### config.mk
export PLATFORM = sky130hd
export DESIGN_NAME = gated_divider
export DESIGN_NICKNAME = d
export VERILOG_FILES = /design/src/rtl/gated_divider_pkg.sv /design/src/rtl/gdiv_sampler.sv /design/src/rtl/gdiv_ratio.sv /design/src/rtl/gdiv_counter.sv /design/src/rtl/gdiv_outgate.sv /design/src/rtl/gated_divider.sv
export SDC_FILE = /design/constraint.sdc
export NUM_CORES = 1
export LEC_CHECK = 0
export ABC_AREA = 1
export BUFFER_PORTS_ARGS = -buffer_cell sky130_fd_sc_hd__buf_2
export CAP_MARGIN = 20
export CORE_MARGIN = 5
export CORE_UTILIZATION = 25
export DETAILED_ROUTE_END_ITERATION = 10
export GPL_TIMING_DRIVEN = 1
export SLEW_MARGIN = 20
export SYNTH_ARGS = -nofsm -noshare
export SYNTH_HDL_FRONTEND = slang
export SYNTH_SLANG_ARGS = --single-unit
export TNS_END_PERCENT = 30
### constraint.sdc
create_clock -name clk -period 1.5 [get_ports clk]
set_input_delay 0.15 -clock clk [delete_from_list [all_inputs] [get_ports clk]]
set_output_delay 0.15 -clock clk [all_outputs]
set_load 0.03 [all_outputs]
### src/rtl/gated_divider_pkg.sv
// Shared types for the gated divider.
package gated_divider_pkg;
    // Output path selected by the stored ratio.
    typedef enum logic {
        MODE_GATE = 1'b0,   // ratio 1: master clock through a gate
        MODE_DIV  = 1'b1    // ratio >= 2: counter-built period
    } path_mode_e;
endpackage

### src/rtl/gdiv_sampler.sv
// Captures the asynchronous output enable on the rising master edge.
// Assumes: the captured copy is the only enable that any later logic uses.
module gdiv_sampler (
    input  logic clk,
    input  logic rst_n,
    input  logic en_async,
    output logic en_q
);
    // capture the enable once per master cycle
    always_ff @(posedge clk) begin
        if (!rst_n) en_q <= 1'b0;
        else        en_q <= en_async;
    end
endmodule

### src/rtl/gdiv_ratio.sv
// Holds the divide ratio and derives the output path.
// Assumes: busy covers every cycle in which a pulse may still be running.
module gdiv_ratio
    import gated_divider_pkg::*;
#(
    parameter int W = 8
) (
    input  logic         clk,
    input  logic         rst_n,
    input  logic [W-1:0] ratio_in,
    input  logic         busy,
    input  logic         en_q,
    output logic [W-1:0] ratio_q,
    output path_mode_e   mode
);
    localparam logic [W-1:0] ONE = W'(1);

    logic [W-1:0] ratio_fixed;

    // map a zero ratio onto divide-by-one
    assign ratio_fixed = (ratio_in == '0) ? ONE : ratio_in;

    // load only while idle and not about to start
    always_ff @(posedge clk) begin
        if (!rst_n)              ratio_q <= ONE;
        else if (!busy && !en_q) ratio_q <= ratio_fixed;
    end

    // choose the output path from the stored ratio
    assign mode = (ratio_q == ONE) ? MODE_GATE : MODE_DIV;

    p_ratio_frozen_r8: assert property (@(posedge clk) disable iff (!rst_n)
        (busy || en_q) |=> $stable(ratio_q));
endmodule

### src/rtl/gdiv_counter.sv
// Builds whole periods for ratios of two or more: high for floor(N/2)
// cycles, then low for the rest. At each period end it either restarts
// or stops, depending on the captured enable.
// Assumes: ratio_q is stable while active (guaranteed by gdiv_ratio).
module gdiv_counter
    import gated_divider_pkg::*;
#(
    parameter int W = 8
) (
    input  logic         clk,
    input  logic         rst_n,
    input  logic         en_q,
    input  path_mode_e   mode,
    input  logic [W-1:0] ratio_q,
    output logic         div_q,
    output logic         active
);
    logic [W-1:0] cnt_q;
    logic [W-1:0] half;
    logic [W-1:0] cnt_inc;
    logic         period_end;

    // derive high length, next count and the last cycle of a period
    assign half       = ratio_q >> 1;
    assign cnt_inc    = cnt_q + 1'b1;
    assign period_end = (cnt_q == ratio_q - 1'b1);

    // period counter with start, restart and stop decisions
    always_ff @(posedge clk) begin
        if (!rst_n) begin
            active <= 1'b0;
            cnt_q  <= '0;
            div_q  <= 1'b0;
        end else if (!active) begin
            if (en_q && mode == MODE_DIV) begin
                active <= 1'b1;
                cnt_q  <= '0;
                div_q  <= 1'b1;
            end
        end else if (period_end) begin
            cnt_q <= '0;
            if (en_q) begin
                div_q <= 1'b1;
            end else begin
                active <= 1'b0;
                div_q  <= 1'b0;
            end
        end else begin
            cnt_q <= cnt_inc;
            div_q <= (cnt_inc < half);
        end
    end

    p_rise_needs_sample_r1: assert property (@(posedge clk) disable iff (!rst_n)
        $rose(div_q) |-> $past(en_q));
    p_fall_at_half_r2: assert property (@(posedge clk) disable iff (!rst_n)
        $fell(div_q) |-> (active && cnt_q == half));
    p_count_bound_r2: assert property (@(posedge clk) disable iff (!rst_n)
        active |-> (cnt_q < ratio_q));
    p_stop_from_low_r4: assert property (@(posedge clk) disable iff (!rst_n)
        $fell(active) |-> !$past(div_q));
    p_idle_low_r9: assert property (@(posedge clk) disable iff (!rst_n)
        !active |-> !div_q);
endmodule

### src/rtl/gdiv_outgate.sv
// Drives the output. For ratio 1, the master clock passes through a gate
// that changes only on the falling edge. Otherwise the counter output
// passes through.
// Assumes: mode changes only while both paths are idle and low.
module gdiv_outgate
    import gated_divider_pkg::*;
(
    input  logic       clk,
    input  logic       rst_n,
    input  logic       en_q,
    input  path_mode_e mode,
    input  logic       div_q,
    output logic       gate_q,
    output logic       clk_out
);
    // open or close the gate only while the master clock is low
    always_ff @(negedge clk) begin
        if (!rst_n) gate_q <= 1'b0;
        else        gate_q <= en_q && (mode == MODE_GATE);
    end

    // select the output path
    assign clk_out = (mode == MODE_GATE) ? (clk & gate_q) : div_q;

    p_gate_mode_only_r6: assert property (@(posedge clk) disable iff (!rst_n)
        gate_q |-> (mode == MODE_GATE));
    p_gate_tracks_r6: assert property (@(posedge clk) disable iff (!rst_n)
        (mode == MODE_GATE) |-> (gate_q == en_q));
endmodule

### src/rtl/gated_divider.sv
// Top: glitch-free gated clock divider. It captures the enable, holds
// the ratio, and builds the divided or gated output from them.
// Assumes: clk is the only clock; out_en and ratio may change at any time.
module gated_divider
    import gated_divider_pkg::*;
#(
    parameter int RATIO_W = 8
) (
    input  logic               clk,
    input  logic               rst_n,
    input  logic               out_en,
    input  logic [RATIO_W-1:0] ratio,
    output logic               clk_out
);
    logic               en_q;
    logic               busy;
    logic               active;
    logic               div_q;
    logic               gate_q;
    logic [RATIO_W-1:0] ratio_q;
    path_mode_e         mode;

    // a pulse may still be running on either path
    assign busy = active | gate_q;

    gdiv_sampler u_smp (
        .clk      (clk),
        .rst_n    (rst_n),
        .en_async (out_en),
        .en_q     (en_q)
    );

    gdiv_ratio #(.W(RATIO_W)) u_rat (
        .clk      (clk),
        .rst_n    (rst_n),
        .ratio_in (ratio),
        .busy     (busy),
        .en_q     (en_q),
        .ratio_q  (ratio_q),
        .mode     (mode)
    );

    gdiv_counter #(.W(RATIO_W)) u_cnt (
        .clk     (clk),
        .rst_n   (rst_n),
        .en_q    (en_q),
        .mode    (mode),
        .ratio_q (ratio_q),
        .div_q   (div_q),
        .active  (active)
    );

    gdiv_outgate u_gate (
        .clk     (clk),
        .rst_n   (rst_n),
        .en_q    (en_q),
        .mode    (mode),
        .div_q   (div_q),
        .gate_q  (gate_q),
        .clk_out (clk_out)
    );

    p_reset_clears_r9: assert property (@(posedge clk)
        !rst_n |=> (!div_q && !en_q && !active));
endmodule

==> results of run 1 <==
[through the flow]
step,setup slack (ns),instances,total power [mW],setup TNS [ns],hold slack (ns)
6_report,-0.483,323,1.78,-4.57,0.0684
5_1_grt,-0.537,323,1.90,-6.83,0.0827
4_1_cts,-0.517,322,1.75,-5.90,0.0620
3_5_place_dp,-0.282,312,1.13,-4.39,0.352
3_3_place_gp,-0.252,312,1.12,-4.09,0.338
2_1_floorplan,-0.217,195,0.916,-1.60,0.248
[cell type report]
cell class	instances	area (µm²)
Fill cell	568	3160
Multi-Input combinational cell	147	898
Sequential cell	20	407
Timing Repair Buffer	54	387
Clock buffer	8	97.6
Inverter	22	90.1
Tap cell	70	87.6
Timing Repair inverter	1	7.51
Clock inverter	1	3.75
[sequential cells by signal, summed over array words and instances, names as in the netlist]
| name | count |
|---|---|
| u_smp.en_q | 1 |
| u_rat.ratio_q | 8 |
| u_cnt.div_q | 1 |
| u_cnt.active | 1 |
| u_gate.gate_q | 1 |
| u_cnt.cnt_q | 8 |
[what timing repair did]
item | CTS | global route
setup buffers | 1 | 1
hold endpoints to repair | 1 | 0
resized for setup | 14 | 19
cloned | 1 | 0
setup endpoints to repair | 21 | 21
hold buffers | 1 | 0
pin swaps | 7 | 1
[power groups by stage]
stage | Combinational [mW] | Clock, mW | Sequential (mW)
after global placement | 0.488 | 0.0264 | 0.607
after detailed placement | 0.495 | 0.0264 | 0.606
after floorplan | 0.281 | 0.0223 | 0.613
after global routing | 0.635 | 0.662 | 0.605
final | 0.565 | 0.612 | 0.600
after CTS | 0.521 | 0.637 | 0.596
[path summary, 6_finish.rpt]
kind                                             startpoint  slack (ns)  cells after the start                             to
worst max-delay path               u_gate.gate_q$_SDFF_NN0_       -0.48                      3                        clk_out
worst min-delay path                               ratio[7]        0.07                      3  u_rat.ratio_q[7]$_SDFFE_PN0P_
worst max register to register     u_gate.gate_q$_SDFF_NN0_       -0.46                      6  u_rat.ratio_q[3]$_SDFFE_PN0P_
worst min register to register  u_cnt.cnt_q[4]$_SDFFE_PN0P_        0.51                      2    u_cnt.cnt_q[4]$_SDFFE_PN0P_
[cells by family after synthesis]
group,share of synthesized area (%)
adder cells (fa/ha/maj),8.44
AND/OR/NAND/NOR,31.1
XOR/XNOR,7.22
flip-flops,30.0
AO/OA/AOI/OAI,14.5
buffers and inverters,8.63
[layout by cell type (no fill, tap or decap), types with 6 or more instances in the layout]
| master | synthesis | routed |
|---|---|---|
| nand2_1 | 45 | 43 |
| buf_4 | 0 | 42 |
| a21oi_1 | 20 | 18 |
| inv_1 | 20 | 17 |
| dfxtp_1 | 20 | 17 |
| nand3_1 | 15 | 15 |
| nor2_1 | 15 | 13 |
| buf_2 | 2 | 10 |
| ha_1 | 9 | 7 |
| xnor2_1 | 6 | 6 |
| o21ai_0 | 14 | 6 |
| clkbuf_8 | 0 | 6 |
[critical path: stages (launching register included)]
cell,delay (ns)
dfxtp_2,0.32
nand2_1,0.06
o21ai_2,0.13
buf_6,0.15
[routing by layer]
layer,track usage [%],vias to the layer above
li1,-,755
met1,14.1,628
met2,18.6,32
met3,2.97,6
met4,6.84,0
met5,0,-
==> reports/qor.txt, run 1 <==
================================================================================
Run status ........................................................ finished with violations
Violations in the final reports ................................... negative setup slack
Worst relative slew slack .........................................        82.8%
Via count .........................................................         1421
Amount of wire on met2 after detailed routing .....................      1790 µm
Final-report setup violation count ................................           21
Top area cells in the synthesized netlist ......................... dfxtp_1 30%, nand2_1 13%, ha_1 8.4%
Clock tree from TritonCTS .........................................        built
Vias in the first global route ....................................         1419
Share of total power consumed by net switching ....................        32.2%
YS warnings .......................................................            0
First-pass GRT wire length ........................................      6490 µm
Fraction of registers with async set/reset ........................           0%
Combinational share of power ......................................        31.8%
Transition time at the pin with the least slew margin .............     0.255 ns
Synthesized instance count ........................................          195
Number of antenna violations at the first check in global routing .            0
Overall overflow remaining after global route .....................            0
Proportion of layout cells with a drive suffix above 1 ............        35.6%
Aggregate routed wire length ......................................      3710 µm
Detailed router's first-iteration violation count .................           56
Classification of the worst setup path ............................ flip-flop to output pin
Detailed placer's ending HPWL .....................................      2750 µm
Gpl congestion ....................................................        0.825
Final cell utilization of the core ................................        38.5%
Max Cap Violations ................................................            0
Worst setup EP type ...............................................   output pin
Number of nets in the layout ......................................          274
Final routed wire length divided by cell count ....................      11.5 µm
Die area ..........................................................     6900 µm²
Crit path required time ...........................................      1.35 ns
Synthesized net count .............................................          215
Vertical extent of the die ........................................      83.0 µm
Cell type with the largest total area after synthesis .............      dfxtp_1
Synth top area share ..............................................        30.0%
Post-Syn Area per Cell ............................................     6.84 µm²
Design area .......................................................     1980 µm²
Worst vdd rail ir drop ............................................       501 µV
Detailed Routing Iterations Pass 1 ................................            4
Clock-pin slew on the worst setup and hold paths ..................      0.07 ns
Port bufs .........................................................           11
Register bit total from synthesis .................................           20
Leakage component of the power ....................................     0.925 nW
Most used DFF post-synth ..........................................      dfxtp_1
Clock network fraction of design power ............................        34.4%
Via density .......................................................         4.40
Setup repair after global routing missed its margin ...............          yes
Power density over cell area ......................................   899 nW/µm²
P&R area growth vs syn ............................................        48.3%
Part of the total power dissipated in sequential elements .........        33.8%
Initial core utilization ..........................................        25.9%
Inserted Diodes ...................................................            0
Synth unique cells ................................................           25
Largest fanout of any net on the critical path ....................            2
Data arrival at the endpoint of the critical path .................      1.83 ns
Die outline width .................................................      83.0 µm
Fin. max-slew vios ................................................            0
Largest net degree at the start of global routing .................           12
Critical path launch point type ...................................    flip-flop
Routed length on met1 .............................................      1710 µm
Pint ..............................................................      1.20 mW
Net switching power figure ........................................       573 µW
Worst Hold Class .................................................. input port to flip-flop
Top layer reached by signal wires .................................         met4
Total routing resource utilization after global routing ...........        11.7%
Setup slack after layout ..........................................    -0.483 ns
Insertion delay of the later-clocked pin in the worst-skew pair ...      0.44 ns
Ranking of synthesized cells by instance count .................... 45 x nand2_1, 20 x a21oi_1, 20 x dfxtp_1, 20 x inv_1
Final worst clock skew ............................................    0.0771 ns
Sequential area share after synthesis .............................        30.0%
Site Rows .........................................................           26
Count of antenna-violating nets left after detailed routing .......            0
Most frequent cell after synthesis ................................      nand2_1
Number of enable flip-flop cells after synthesis ..................            0
Number of endpoints with negative hold slack in the final report ..            0
DRC violation count after routing .................................            0
Met3 Wirelength ...................................................       169 µm
Placed Instance Area ..............................................     1770 µm²
Post-synthesis instance area ......................................     1330 µm²
Std-Cell Core Area ................................................     5140 µm²
I/O Pins ..........................................................           12
================================================================================
Note: power is estimated with default switching activity, not from simulation.
==> inputs of run 2 (changes only) <==
CORE_ASPECT_RATIO = 0.5   (was unset)
==> run 2 against run 1 <==
- the run still ends with negative setup slack left
- largest power group unchanged
- largest cell class unchanged
- highest routed layer unchanged
- global-route usage down 0.78 points
- critical path depth is the same
- via count up 3.4%
- clock-buffer cell count unchanged
==> reports/qor.txt, run 2 (synthesis gave the netlist of run 1 again) <==
===================================================================================
Part of the total power dissipated in sequential elements ............        33.0%   -0.8 points
Die area .............................................................     6980 µm²   +1.3%
Overall overflow remaining after global route ........................            0   unchanged
Commonest non-fill, non-tap cell in the layout .......................      nand2_1
Total Negative Setup Slacks ..........................................     -5.68 ns   -1.10 ns
Design area ..........................................................     2030 µm²   +2.8%
Count of antenna-violating nets left after detailed routing ..........            0   unchanged
Share of total power consumed by net switching .......................        31.5%   -0.75 points
Final routed wire length divided by cell count .......................      11.1 µm   -3.4%
Number of nets in the layout .........................................          277   +1.1%
Combinational share of power .........................................        30.6%   -1.2 points
Run status ........................................................... finished with violations
Classification of the worst setup path ............................... flip-flop to output pin
Pint .................................................................      1.24 mW   +3.2%
Total power draw .....................................................      1.82 mW   +2.1%
Net switching power figure ...........................................       571 µW   -0.28%
DRC violation count after routing ....................................            0   unchanged
Final worst clock skew ...............................................    0.0782 ns   +0.00108 ns
Via density ..........................................................         4.51   +2.4%
Proportion of layout cells with a drive suffix above 1 ...............        37.9%   +2.3 points
Aggregate routed wire length .........................................      3620 µm   -2.5%
Leakage component of the power .......................................     0.963 nW   +4.1%
Setup slack after layout .............................................    -0.489 ns   -0.00561 ns
P&R area growth vs syn ...............................................        52.5%
Inserted Diodes ......................................................            0   unchanged
Worst Hold Class ..................................................... input port to flip-flop
Worst relative slew slack ............................................        81.4%   -1.5 points
Number of endpoints with negative hold slack in the final report .....            0   unchanged
Largest regs ......................................................... u_cnt.cnt_q (8), u_rat.ratio_q (8)
Site Rows ............................................................           18   -31%
Clock network fraction of design power ...............................        36.4%   +2.0 points
Worst setup EP type ..................................................   output pin
Max Cap Violations ...................................................            0   unchanged
First-pass GRT wire length ...........................................      6110 µm   -5.9%
Data arrival at the endpoint of the critical path ....................      1.84 ns   about the same
Via count ............................................................         1469   +3.4%
Instance count after placement with tap cells included ...............          314   +0.64%
Insertion delay of the later-clocked pin in the worst-skew pair ......      0.44 ns   about the same
Vertical extent of the die ...........................................      61.7 µm   -26%
Fin. max-slew vios ...................................................            0   unchanged
Clock-pin slew on the worst setup and hold paths .....................      0.08 ns   about the same
Detailed placer's ending HPWL ........................................      2730 µm   -0.74%
Gpl congestion .......................................................        0.801   -3.0%
Crit path required time ..............................................      1.35 ns   about the same
Placed Instance Area .................................................     1790 µm²   +0.85%
Most frequent cells in the layout .................................... 45 x nand2_1, 42 x buf_4, 18 x inv_1
Vias in the first global route .......................................         1407   -0.85%
Worst vdd rail ir drop ...............................................       839 µV   +68%
Count of placed standard cells in the final layout, fillers left out .          326   +0.93%
Detailed Routing Iterations Pass 1 ...................................            4   unchanged
I/O Pins .............................................................           12   unchanged
Port bufs ............................................................           11   unchanged
Largest fanout of any net on the critical path .......................            2   unchanged
Critical path launch point type ......................................    flip-flop
Die outline width ....................................................       113 µm   +36%
Detailed router's first-iteration violation count ....................          118   +110%
Total routing resource utilization after global routing ..............        10.9%   -0.78 points
Final-report setup violation count ...................................           21   unchanged
Setup repair after global routing missed its margin ..................          yes
Post-Route Hold Slack ................................................    0.0548 ns   -0.0136 ns
Std-Cell Core Area ...................................................     5040 µm²   -1.9%
Transition time at the pin with the least slew margin ................     0.279 ns   +0.0236 ns
Fillcell total .......................................................          525   -7.6%
Violations in the final reports ...................................... negative setup slack
Power density over cell area .........................................   892 nW/µm²   -0.72%
Number of antenna violations at the first check in global routing ....            0   unchanged
Largest net degree at the start of global routing ....................           12   unchanged
Initial core utilization .............................................        26.4%   +0.49 points
Clock tree from TritonCTS ............................................        built
===================================================================================
==> run 2: changes by cell type in the layout (fill, tap and decap cells not counted), sizes merged <==
cell | previous run | this run
buf | 54 | 57
==> run 2: area by class of cell <==
type / count / area, µm² / area share, %
inverters: 22 / 90.1 / 4.43
repair buffers: 57 / 420 / 20.7
clock buffers: 8 / 108 / 5.29
clock inverters: 1 / 3.75 / 0.185
multi-input cells: 147 / 911 / 44.8
repair inverters: 1 / 7.51 / 0.369
flip-flops and latches: 20 / 407 / 20.0
well taps: 70 / 87.6 / 4.31
==> run 2: path summary, 6_finish.rpt <==
kind                               startpoint                             to  slack [ns]  cells past startpoint
setup / recovery     u_gate.gate_q$_SDFF_NN0_                        clk_out       -0.49                      3
hold / removal                       ratio[2]  u_rat.ratio_q[2]$_SDFFE_PN0P_        0.05                      3
setup reg to reg     u_gate.gate_q$_SDFF_NN0_  u_rat.ratio_q[4]$_SDFFE_PN0P_       -0.44                      6
hold reg to reg   u_cnt.cnt_q[1]$_SDFFE_PN0P_    u_cnt.cnt_q[1]$_SDFFE_PN0P_        0.50                      2
==> run 2: timing repair <==
| action | 4_1_cts | 5_1_grt |
|---|---|---|
| resized for setup | 22 | 16 |
| pin swaps | 2 | 3 |
| hold buffers | 1 | 0 |
| setup endpoints to repair | 21 | 21 |
| hold endpoints to repair | 1 | 0 |
| gates cloned | 1 | 0 |
| setup buffers | 3 | 0 |
==> run 2: worst max-delay path: stages (launching register included) <==
cell	delay, ns
dfxtp_2	0.32
nand2_1	0.06
o21ai_2	0.12
buf_6	0.15
==> run 2: layer usage <==
metal  routed length [µm]  global-route usage [%]  vias up  share of wire [%]
li1                     -                       -      762                  -
met1                 1760                    14.3      677                 49
met2                 1690                    18.8       28                 47
met3                  148                    2.36        2                4.1
met4                   25                    2.74        0               0.69
met5                    0                       0        -                  0
==> run 2: power groups by stage <==
stage | clock network, mW | logic [mW] | registers [mW]
after floorplan | 0.0223 | 0.281 | 0.613
after global placement | 0.0264 | 0.472 | 0.608
after detailed placement | 0.0264 | 0.479 | 0.607
after CTS | 0.671 | 0.535 | 0.598
after global routing | 0.708 | 0.613 | 0.605
final | 0.660 | 0.555 | 0.600
==> run 2: stage by stage <==
stage	util, %	setup WS, ns
after detailed placement	35.4	-0.294
after global placement	35.4	-0.255
after global routing	40.3	-0.551
after CTS	39.2	-0.516
after floorplan	-	-0.217
final	40.3	-0.489
